`config.mk`:
```
export PLATFORM = sky130hd
export DESIGN_NAME = link_grant_tx
export DESIGN_NICKNAME = d
export VERILOG_FILES = /design/src/rtl/lbg_pkg.sv /design/src/rtl/lbg_grant_det.sv /design/src/rtl/lbg_seq.sv /design/src/rtl/lbg_pin_drv.sv /design/src/rtl/link_grant_tx.sv
export SDC_FILE = /design/constraint.sdc
export NUM_CORES = 1
export LEC_CHECK = 0
export BUFFER_PORTS_ARGS = -buffer_cell sky130_fd_sc_hd__buf_2
export CORE_MARGIN = 3
export CORE_UTILIZATION = 30
export CTS_BUF_LIST = sky130_fd_sc_hd__clkbuf_8
export CTS_CLUSTER_SIZE = 20
export DETAILED_ROUTE_END_ITERATION = 6
export GPL_ROUTABILITY_DRIVEN = 0
export GPL_TIMING_DRIVEN = 0
export SLEW_MARGIN = 20
export SYNTH_ARGS = -nofsm -noshare
export SYNTH_HDL_FRONTEND = slang
export SYNTH_SLANG_ARGS = --single-unit
```
`constraint.sdc`:
```
create_clock -name clk -period 1.8 [get_ports clk]
set_clock_uncertainty 0.2 [all_clocks]
set_input_delay 0.09 -clock clk [delete_from_list [all_inputs] [get_ports clk]]
set_output_delay 0.09 -clock clk [all_outputs]
set_load 0.05 [all_outputs]
```
`src/rtl/lbg_pkg.sv`:
```
// Package: shared codes and states for the link grant/transmit sequencer.
// Assumes the two-bit control-line encoding used on the link-to-PHY interface.
package lbg_pkg;

    // Control-line codes; the values are fixed by the interface.
    typedef enum logic [1:0] {
        LCTL_IDLE  = 2'b00,
        LCTL_HOLD  = 2'b01,
        LCTL_XMIT  = 2'b10,
        LCTL_GRANT = 2'b11
    } lctl_e;

    // Sequencer state: names the drive that is currently on the pins.
    typedef enum logic [2:0] {
        ST_PHY   = 3'd0,  // interface belongs to the PHY
        ST_HOLD  = 3'd1,  // owned, waiting for the first byte
        ST_XMIT  = 3'd2,  // owned, sending bytes
        ST_TAIL1 = 3'd3,  // first post-packet cycle (idle or hold)
        ST_TAIL2 = 3'd4,  // final idle before release
        ST_DROP  = 3'd5   // nothing to send: one idle then release
    } tx_state_e;

endpackage

```
`src/rtl/lbg_grant_det.sv`:
```
// Grant detector: spots the PHY's grant code followed by idle.
// Assumes: phy_ctl_i is synchronous to clk; armed is high only while the
// PHY owns the interface, so a pattern seen while owned is ignored.
module lbg_grant_det (
    input  logic       clk,
    input  logic       rst_n,
    input  logic [1:0] phy_ctl_i,
    input  logic       armed_i,
    output logic       grant_o
);
    import lbg_pkg::*;

    logic [1:0] prev_q;

    // Remember last cycle's control code from the PHY.
    always_ff @(posedge clk) begin
        if (!rst_n) prev_q <= LCTL_IDLE;
        else        prev_q <= phy_ctl_i;
    end

    // Grant = grant code last cycle, idle this cycle, while armed.
    always_comb begin
        grant_o = armed_i && (prev_q == LCTL_GRANT) && (phy_ctl_i == LCTL_IDLE);
    end

endmodule

```
`src/rtl/lbg_seq.sv`:
```
// Sequencer: decides next cycle's drive on the link interface and accepts
// source bytes. Assumes the source keeps bytes valid back to back once the
// first byte is sent; a gap repeats the byte already on the lane.
module lbg_seq (
    input  logic                 clk,
    input  logic                 rst_n,
    input  logic                 grant_i,
    input  logic                 src_pending_i,
    input  logic                 src_valid_i,
    input  logic                 src_last_i,
    input  logic                 src_concat_i,
    output logic                 src_ready_o,
    output logic                 accept_o,
    output lbg_pkg::tx_state_e   state_d_o,
    output lbg_pkg::tx_state_e   state_q_o,
    output logic                 concat_q_o
);
    import lbg_pkg::*;

    tx_state_e state_q, state_d;
    logic      last_q;
    logic      concat_q;
    logic      ready;
    logic      accept;

    // Ready: at grant with a packet pending, while holding, or mid-packet.
    always_comb begin
        ready = 1'b0;
        unique case (state_q)
            ST_PHY:  ready = grant_i && src_pending_i;
            ST_HOLD: ready = 1'b1;
            ST_XMIT: ready = !last_q;
            default: ready = 1'b0;
        endcase
        accept = ready && src_valid_i;
    end

    // Next-state selection for the interface ownership sequence.
    always_comb begin
        state_d = state_q;
        unique case (state_q)
            ST_PHY: begin
                if (grant_i) begin
                    if (!src_pending_i)   state_d = ST_DROP;
                    else if (src_valid_i) state_d = ST_XMIT;
                    else                  state_d = ST_HOLD;
                end
            end
            ST_HOLD:  if (src_valid_i) state_d = ST_XMIT;
            ST_XMIT:  if (last_q)      state_d = ST_TAIL1;
            ST_TAIL1: state_d = ST_TAIL2;
            ST_TAIL2: state_d = ST_PHY;
            ST_DROP:  state_d = ST_PHY;
            default:  state_d = ST_PHY;
        endcase
    end

    // State register.
    always_ff @(posedge clk) begin
        if (!rst_n) state_q <= ST_PHY;
        else        state_q <= state_d;
    end

    // Track whether the byte on the lane is the last one of the packet.
    always_ff @(posedge clk) begin
        if (!rst_n)                 last_q <= 1'b0;
        else if (accept)            last_q <= src_last_i;
        else if (state_d != ST_XMIT) last_q <= 1'b0;
    end

    // Capture the concatenate request with the last byte.
    always_ff @(posedge clk) begin
        if (!rst_n)                     concat_q <= 1'b0;
        else if (accept && src_last_i)  concat_q <= src_concat_i;
    end

    assign src_ready_o = ready;
    assign accept_o    = accept;
    assign state_d_o   = state_d;
    assign state_q_o   = state_q;
    assign concat_q_o  = concat_q;

endmodule

```
`src/rtl/lbg_pin_drv.sv`:
```
// Pin driver: registers the control code, data byte and output enables
// from the sequencer's next state, so every pin comes straight from a flop.
// Assumes state_d names the drive intended for the next cycle.
module lbg_pin_drv #(
    parameter int DATA_W = 8
) (
    input  logic               clk,
    input  logic               rst_n,
    input  lbg_pkg::tx_state_e state_d_i,
    input  logic               concat_i,
    input  logic               accept_i,
    input  logic [DATA_W-1:0]  byte_i,
    output logic [1:0]         ctl_o,
    output logic               ctl_oe_o,
    output logic [DATA_W-1:0]  data_o,
    output logic               data_oe_o
);
    import lbg_pkg::*;

    logic [1:0]        ctl_d, ctl_q;
    logic              oe_d, oe_q;
    logic [DATA_W-1:0] data_d, data_q;

    // Decode next cycle's control code and enable from the next state.
    always_comb begin
        ctl_d = LCTL_IDLE;
        unique case (state_d_i)
            ST_HOLD:  ctl_d = LCTL_HOLD;
            ST_XMIT:  ctl_d = LCTL_XMIT;
            ST_TAIL1: ctl_d = concat_i ? LCTL_HOLD : LCTL_IDLE;
            default:  ctl_d = LCTL_IDLE;
        endcase
        oe_d = (state_d_i != ST_PHY);
    end

    // Data byte: new byte on accept, kept while sending, zero otherwise.
    always_comb begin
        if (accept_i)                 data_d = byte_i;
        else if (state_d_i == ST_XMIT) data_d = data_q;
        else                          data_d = '0;
    end

    // Output flops.
    always_ff @(posedge clk) begin
        if (!rst_n) begin
            ctl_q  <= LCTL_IDLE;
            oe_q   <= 1'b0;
            data_q <= '0;
        end else begin
            ctl_q  <= ctl_d;
            oe_q   <= oe_d;
            data_q <= data_d;
        end
    end

    assign ctl_o     = ctl_q;
    assign ctl_oe_o  = oe_q;
    assign data_o    = data_q;
    assign data_oe_o = oe_q;

endmodule

```
`src/rtl/link_grant_tx.sv`:
```
// Top: link-side grant and transmit sequencer. Detects the PHY grant,
// owns the interface for one packet (or a one-cycle idle if nothing is
// pending) and releases it. Assumes a single clock domain with the PHY.
module link_grant_tx #(
    parameter int DATA_W = 8
) (
    input  logic              clk,
    input  logic              rst_n,
    input  logic [1:0]        phy_ctl_i,
    input  logic              src_pending_i,
    input  logic              src_valid_i,
    input  logic [DATA_W-1:0] src_data_i,
    input  logic              src_last_i,
    input  logic              src_concat_i,
    output logic              src_ready_o,
    output logic [1:0]        link_ctl_o,
    output logic              link_ctl_oe_o,
    output logic [DATA_W-1:0] link_data_o,
    output logic              link_data_oe_o
);
    import lbg_pkg::*;

    logic      grant;
    logic      armed;
    logic      accept;
    logic      concat_q;
    tx_state_e state_d, state_q;

    // Grant detection is armed only while the PHY owns the interface.
    assign armed = (state_q == ST_PHY);

    lbg_grant_det u_det (
        .clk       (clk),
        .rst_n     (rst_n),
        .phy_ctl_i (phy_ctl_i),
        .armed_i   (armed),
        .grant_o   (grant)
    );

    lbg_seq u_seq (
        .clk           (clk),
        .rst_n         (rst_n),
        .grant_i       (grant),
        .src_pending_i (src_pending_i),
        .src_valid_i   (src_valid_i),
        .src_last_i    (src_last_i),
        .src_concat_i  (src_concat_i),
        .src_ready_o   (src_ready_o),
        .accept_o      (accept),
        .state_d_o     (state_d),
        .state_q_o     (state_q),
        .concat_q_o    (concat_q)
    );

    lbg_pin_drv #(.DATA_W(DATA_W)) u_drv (
        .clk       (clk),
        .rst_n     (rst_n),
        .state_d_i (state_d),
        .concat_i  (concat_q),
        .accept_i  (accept),
        .byte_i    (src_data_i),
        .ctl_o     (link_ctl_o),
        .ctl_oe_o  (link_ctl_oe_o),
        .data_o    (link_data_o),
        .data_oe_o (link_data_oe_o)
    );

endmodule

```
==> out/results.txt, run 1 <==
hold path depth - 4
worst-path maximum fanout - 4
DRT Wirelength - 1860 µm
initial DRC count - 11
CTS clk-pin slew, worst paths - 0.07 ns
Die X - 56.5 µm
first-pass GRT wire length - 3310 µm
Leakage Power - 0.526 nW
# IOs - 29
Root Driver - clkbuf_8
CP startpoint kind - primary input
# H-tree levels - 1
CTS tree - built
Vias/cell - 5.00
vias in the first global route - 777
CP startpoint - src_pending_i
WP data arrival - 1.50 ns
Post-DP HPWL - 1220 µm
WP data required - 1.51 ns
final period utilization - 99.3%
Layout area overhead - 55.4%
register area - 365 µm²
max-cap violation count - 0
grt total ovfl - 0
Max Freq - 0.560 GHz
CTS buffer count - 3
Slew headroom - 66.7%
ranking of synthesized cells by area - dfxtp_1 47%, a22o_1 9.2%, nand2_1 3.9%, nand4bb_4 3.6%, nor2_1 2.5%
crit path time final - 1.79 ns
Syn Nets - 91
Critical Path Sink Type - primary output
RSZ-0062 raised after global routing - true
r2r startpoint - u_det.prev_q[1]
Die Height - 56.5 µm
Avg WL per Cell - 12.5 µm
Cells after Synth - 75
GRT Total Usage - 12.7%
total power - 0.826 mW
Bufs on Longest Clock Path - 2
Pwr Density - 694 nW/µm²
register bit total from synthesis - 18
detailed-route DRC error count - 0
FF-to-FF path depth - 4
initial antenna violation count - 0
multi-input logic area - 405 µm²
Starting Density - 33.0%
reg2reg setup slack - 0.08 ns
port bufs - 27
status - complete, no violations
antenna-violating nets left - 0
top cell type's share of synthesized area - 47.1%
final-report hold violation count - 0
Hold Crit Start - src_valid_i
Hold Crit Class - primary input to flop
Core ar. - 2320 µm²
syn_area_per_cell - 10.2 µm²
maximum VDD drop - 0.000529 V
cell area after synthesis - 766 µm²
Max Slew Vio Count - 0
pin count of the biggest net entering global routing - 11
count of cell types in the netlist - 31
via count - 745
Worst-Skew Late Latency - 0.26 ns
Die ar. - 3190 µm²
Slew @ Worst Pin - 0.497 ns
Final #Nets - 138
largest area contributor in the netlist - dfxtp_1
row cnt - 17
final worst slack - 0.0128 ns
pre-CTS WS - -0.0197 ns
share of the yosys chip area belonging to registers - 47.1%
CP Class - primary input to primary output
antenna fix cells - 0
1st-pass router iterations - 4
CTS sink count - 18
Finish-stage setup viols - 0
number of fill cells - 203
Ys Warns - 0
share of cells above drive strength 1 - 38.8%
[power by group]
part | leakage [nW] | total (mW) | switching (mW) | internal (mW)
registers | 0.147 | 0.406 | 0.00351 | 0.403
clock network | 0.0288 | 0.336 | 0.142 | 0.195
logic | 0.350 | 0.0827 | 0.0347 | 0.0481
total | 0.526 | 0.826 | 0.180 | 0.646
[logic make-up after synthesis]
group	synth area share (%)
AND/OR/NAND/NOR	27.3
AO/OA/AOI/OAI	21.1
flip-flops	47.1
buffers and inverters	3.27
multiplexers	1.31
[final timing paths]
path,endpoint
worst max-delay path,src_ready_o
worst min-delay path,u_seq.concat_q_o
worst max register to register,u_drv.data_o[3]
worst min register to register,u_drv.data_o[4]
[state kept, by name, indices dropped and copies added (netlist names)]
| signal | flops |
|---|---|
| u_drv.ctl_o | 2 |
| u_det.prev_q | 2 |
| u_drv.ctl_oe_o | 1 |
| u_drv.data_o | 8 |
| u_seq.last_q | 1 |
| u_seq.concat_q_o | 1 |
| u_seq.state_q_o | 3 |
[final cells by class]
cell class / instances / share of cell area [%]
multi-input combinational: 52 / 34.1
clock buffer: 4 / 4.63
tap: 28 / 2.94
buffer: 3 / 1.37
sequential: 18 / 30.7
timing repair buffer: 44 / 26.3
[Yosys cell counts]
| cell type | number |
|---|---|
| a21oi_1 | 3 |
| nor4b_1 | 1 |
| o31ai_1 | 1 |
| a22oi_1 | 1 |
| clkbuf_1 | 2 |
| nand4bb_4 | 1 |
| a22o_1 | 8 |
| dfxtp_1 | 18 |
| a21oi_4 | 1 |
| nand3b_1 | 1 |
| nor2_1 | 5 |
| nand2_1 | 8 |
| nand4_1 | 1 |
| o21ai_0 | 3 |
| and2_2 | 1 |
| nand2b_1 | 2 |
| mux2i_1 | 1 |
| and2_1 | 2 |
| and3_1 | 1 |
| buf_4 | 1 |
| nand3_1 | 1 |
| nor3b_1 | 1 |
| buf_2 | 2 |
| nor4b_2 | 1 |
| or4b_4 | 1 |
| and4bb_2 | 1 |
| o211a_1 | 1 |
| o311ai_0 | 1 |
| o2111a_1 | 1 |
| nor3_1 | 1 |
| nor2b_1 | 2 |
[what timing repair did]
item | CTS | global route
hold endpoints to repair | 13 | 0
gates resized for setup | 8 | 5
setup endpoints to repair | 9 | 10
setup buffers | 1 | 0
hold buffers | 16 | 0
pin swaps | 3 | 2
[metrics by stage]
step / util (%) / setup TNS, ns / cell area, µm² / hold WS [ns] / cells
after floorplan: - / 0 / 766 / 0.0117 / 75
after global placement: 40.4 / 0 / 936 / 0.107 / 130
after detailed placement: 40.4 / -0.108 / 936 / 0.110 / 130
after CTS: 51.1 / -0.0349 / 1180 / 0.118 / 151
after global routing: 51.3 / -0.0264 / 1190 / 0.166 / 149
final: 51.3 / 0 / 1190 / 0.128 / 149
[routing by layer]
layer | global-route usage [%] | up-vias | part of all wire [%]
met1 | 15.8 | 342 | 46
met3 | 3.22 | 4 | 7.9
li1 | - | 367 | -
met5 | 0 | - | 0
met4 | 8.14 | 0 | 1.8
met2 | 19.3 | 32 | 44
[placed cells by master, fill, tap and decap left out, types with 2 or more instances in the layout]
cell / Yosys / routed
nor2_1: 5 / 4
dfxtp_2: 0 / 4
dfxtp_1: 18 / 14
nor2b_1: 2 / 2
o21ai_0: 3 / 3
nand2_1: 8 / 7
nand2b_1: 2 / 2
buf_4: 1 / 2
dlygate4sd3_1: 0 / 16
a22o_1: 8 / 8
and2_1: 2 / 2
buf_2: 2 / 26
a21oi_1: 3 / 3
clkbuf_8: 0 / 4
[worst max-delay path, stage by stage]
cell	delay [ns]
dlygate4sd3_1	0.52
buf_2	0.13
or4b_4	0.51
nand2_4	0.09
buf_8	0.14
Power figures use the tool's default switching activity.
==> run 2: changes to the inputs <==
- CORE_MARGIN: 3 -> 2
- CORE_UTILIZATION: 30 -> 44
- PLACE_DENSITY: not set -> 0.76
==> run 2 against run 1 <==
  * Combinational power up 4.5%
  * Hold slack got worse by 0.10 ns
  * The flow now finishes with violations (setup timing)
  * Clock power about the same
  * Sequential power is essentially flat
  * Final cell count decreased by 6.0%
  * Register-to-register slack got worse by 0.09 ns
  * Cell area shrank 1.3%
  * Critical path type is now flop to primary output
  * Maximum frequency fell by 4.1%
  * Flip-flop and latch count did not move
  * Total power increased by 0.15%
==> out/results.txt, run 2 (synthesis results as in run 1) <==
initial antenna violation count - 0 (unchanged)
CTS clk-pin slew, worst paths - 0.07 ns (about the same)
Avg WL per Cell - 15.3 µm (+23%)
Max Freq - 0.537 GHz (-4.1%)
port bufs - 27 (unchanged)
antenna fix cells - 0 (unchanged)
WP data arrival - 1.57 ns (+0.07 ns)
first-pass GRT wire length - 3280 µm (-0.64%)
most frequent cells in the layout - 28 x buf_2, 16 x dlygate4sd3_1, 16 x dfxtp_1, 8 x a22o_1, 7 x nand2_1
pre-CTS WS - -0.0591 ns (-0.0394 ns)
# IOs - 29 (unchanged)
CP startpoint - u_det.prev_q[1]
Largest register FFs - 8 (unchanged)
Final #Nets - 140 (+1.4%)
failing checks - setup timing
Bufs on Longest Clock Path - 2 (unchanged)
# H-tree levels - 1 (unchanged)
row cnt - 15 (-2)
status - finished with violations
Final Cell Area - 1170 µm² (-1.3%)
Post-Place Cells - 119 (-8.5%)
most common cell after layout, fill and taps aside - buf_2
CP Class - flop to primary output
reg2reg setup slack - -0.01 ns (-0.09 ns)
r2r startpoint - u_det.prev_q[1]
via count - 764 (+2.6%)
Worst Setup EP - src_ready_o
CP startpoint kind - flop
Die Height - 45.7 µm (-19%)
CTS sink count - 18 (unchanged)
maximum VDD drop - 0.000492 V (-6.9%)
antenna-violating nets left - 0 (unchanged)
FF-to-FF path depth - 4 (unchanged)
final worst slack - -0.0628 ns (-0.0756 ns)
CTS tree - built
Pwr Density - 704 nW/µm² (+1.4%)
Root Driver - clkbuf_8
Core ar. - 1690 µm² (-27%)
Core Util, Final - 69.6% (+18 points)
max-cap violation count - 0 (unchanged)
Fin Setup TNS - -0.0701 ns (-0.0701 ns)
total power - 0.827 mW (+0.15%)
final period utilization - 103% (+4.2 points)
Die X - 45.7 µm (-19%)
dpl cell area - 922 µm² (-1.5%)
Final Non-Filler Cells - 140 (-6.0%)
crit path time final - 1.86 ns (+0.0756 ns)
GRT Total Usage - 22.7% (+10 points)
worst-path maximum fanout - 3 (-1)
share of cells above drive strength 1 - 36.6% (-2.3 points)
Hold Crit Class - primary input to flop
Starting Density - 45.3% (+12 points)
DRT Wirelength - 2140 µm (+15%)
hold_ws - 0.0269 ns (-0.101 ns)
Post-DP HPWL - 1280 µm (+4.8%)
detailed-route DRC error count - 0 (unchanged)
Slew @ Worst Pin - 0.483 ns (-0.0139 ns)
WP data required - 1.51 ns (about the same)
RSZ-0062 raised after global routing - true
Slew headroom - 67.6% (+0.93 points)
pin count of the biggest net entering global routing - 11 (unchanged)
1st-pass router iterations - 4 (unchanged)
Worst-Skew Late Latency - 0.25 ns (about the same)
Finish-stage setup viols - 2 (+2)
Vias/cell - 5.46 (+9.1%)
Layout area overhead - 53.4%
R2R Path End - u_drv.data_o[2]
Leakage Power - 0.532 nW (+1.3%)
grt total ovfl - 0 (unchanged)
Die ar. - 2090 µm² (-35%)
Critical Path Sink Type - primary output
CTS buffer count - 3 (unchanged)
initial DRC count - 4 (-7)
vias in the first global route - 751 (-3.3%)
Max Slew Vio Count - 0 (unchanged)
final-report hold violation count - 0 (unchanged)
==> run 2: repair_timing <==
| action | in CTS | in global routing |
|---|---|---|
| buffers inserted | 0 | 1 |
| gates resized for setup | 4 | 6 |
| hold buffers | 16 | 0 |
| setup endpoints to repair | 9 | 11 |
| cloned | 0 | 0 |
| hold endpoints to repair | 12 | 0 |
| pin swaps | 0 | 9 |
==> run 2: critical path, stage by stage (launching register included) <==
cell and delay [ns]:
dfxtp_2 0.36, nand4bb_4 0.11, or4b_4 0.60, nand2_4 0.09, buf_8 0.14
==> run 2: layout make-up <==
type | count | area, µm²
plain buffers | 5 | 26.3
clock buffers | 4 | 55.1
fillers | 121 | 514
multi-input cells | 52 | 397
flip-flops and latches | 18 | 363
well taps | 17 | 21.3
repair buffers | 44 | 313
==> run 2: how the worst min path moves through the flow <==
stage / slack [ns] / start / end / depth (start not counted)
4_1_cts: 0.02 / src_pending_i / u_seq.state_q_o[2] / 3
2_1_floorplan: 0.01 / phy_ctl_i[1] / u_det.prev_q[1] / 1
3_3_place_gp: 0.10 / src_data_i[0] / u_drv.data_o[0] / 2
6_report: 0.03 / src_pending_i / u_drv.ctl_oe_o / 4
5_1_grt: 0.05 / src_pending_i / u_drv.ctl_oe_o / 4
3_5_place_dp: 0.11 / src_last_i / u_seq.last_q / 2
==> run 2: routing by layer <==
layer,vias to the layer above,GRT usage (%),share of wire (%)
li1,373,-,-
met1,352,24.9,40
met2,33,39.2,53
met3,6,7.14,5.3
met4,0,11.4,1.9
met5,-,0,0
==> run 2: power breakdown <==
| part | internal, mW | switching (mW) |
|---|---|---|
| clock network | 0.195 | 0.139 |
| registers | 0.403 | 0.00354 |
| logic | 0.0481 | 0.0383 |
| total | 0.646 | 0.181 |
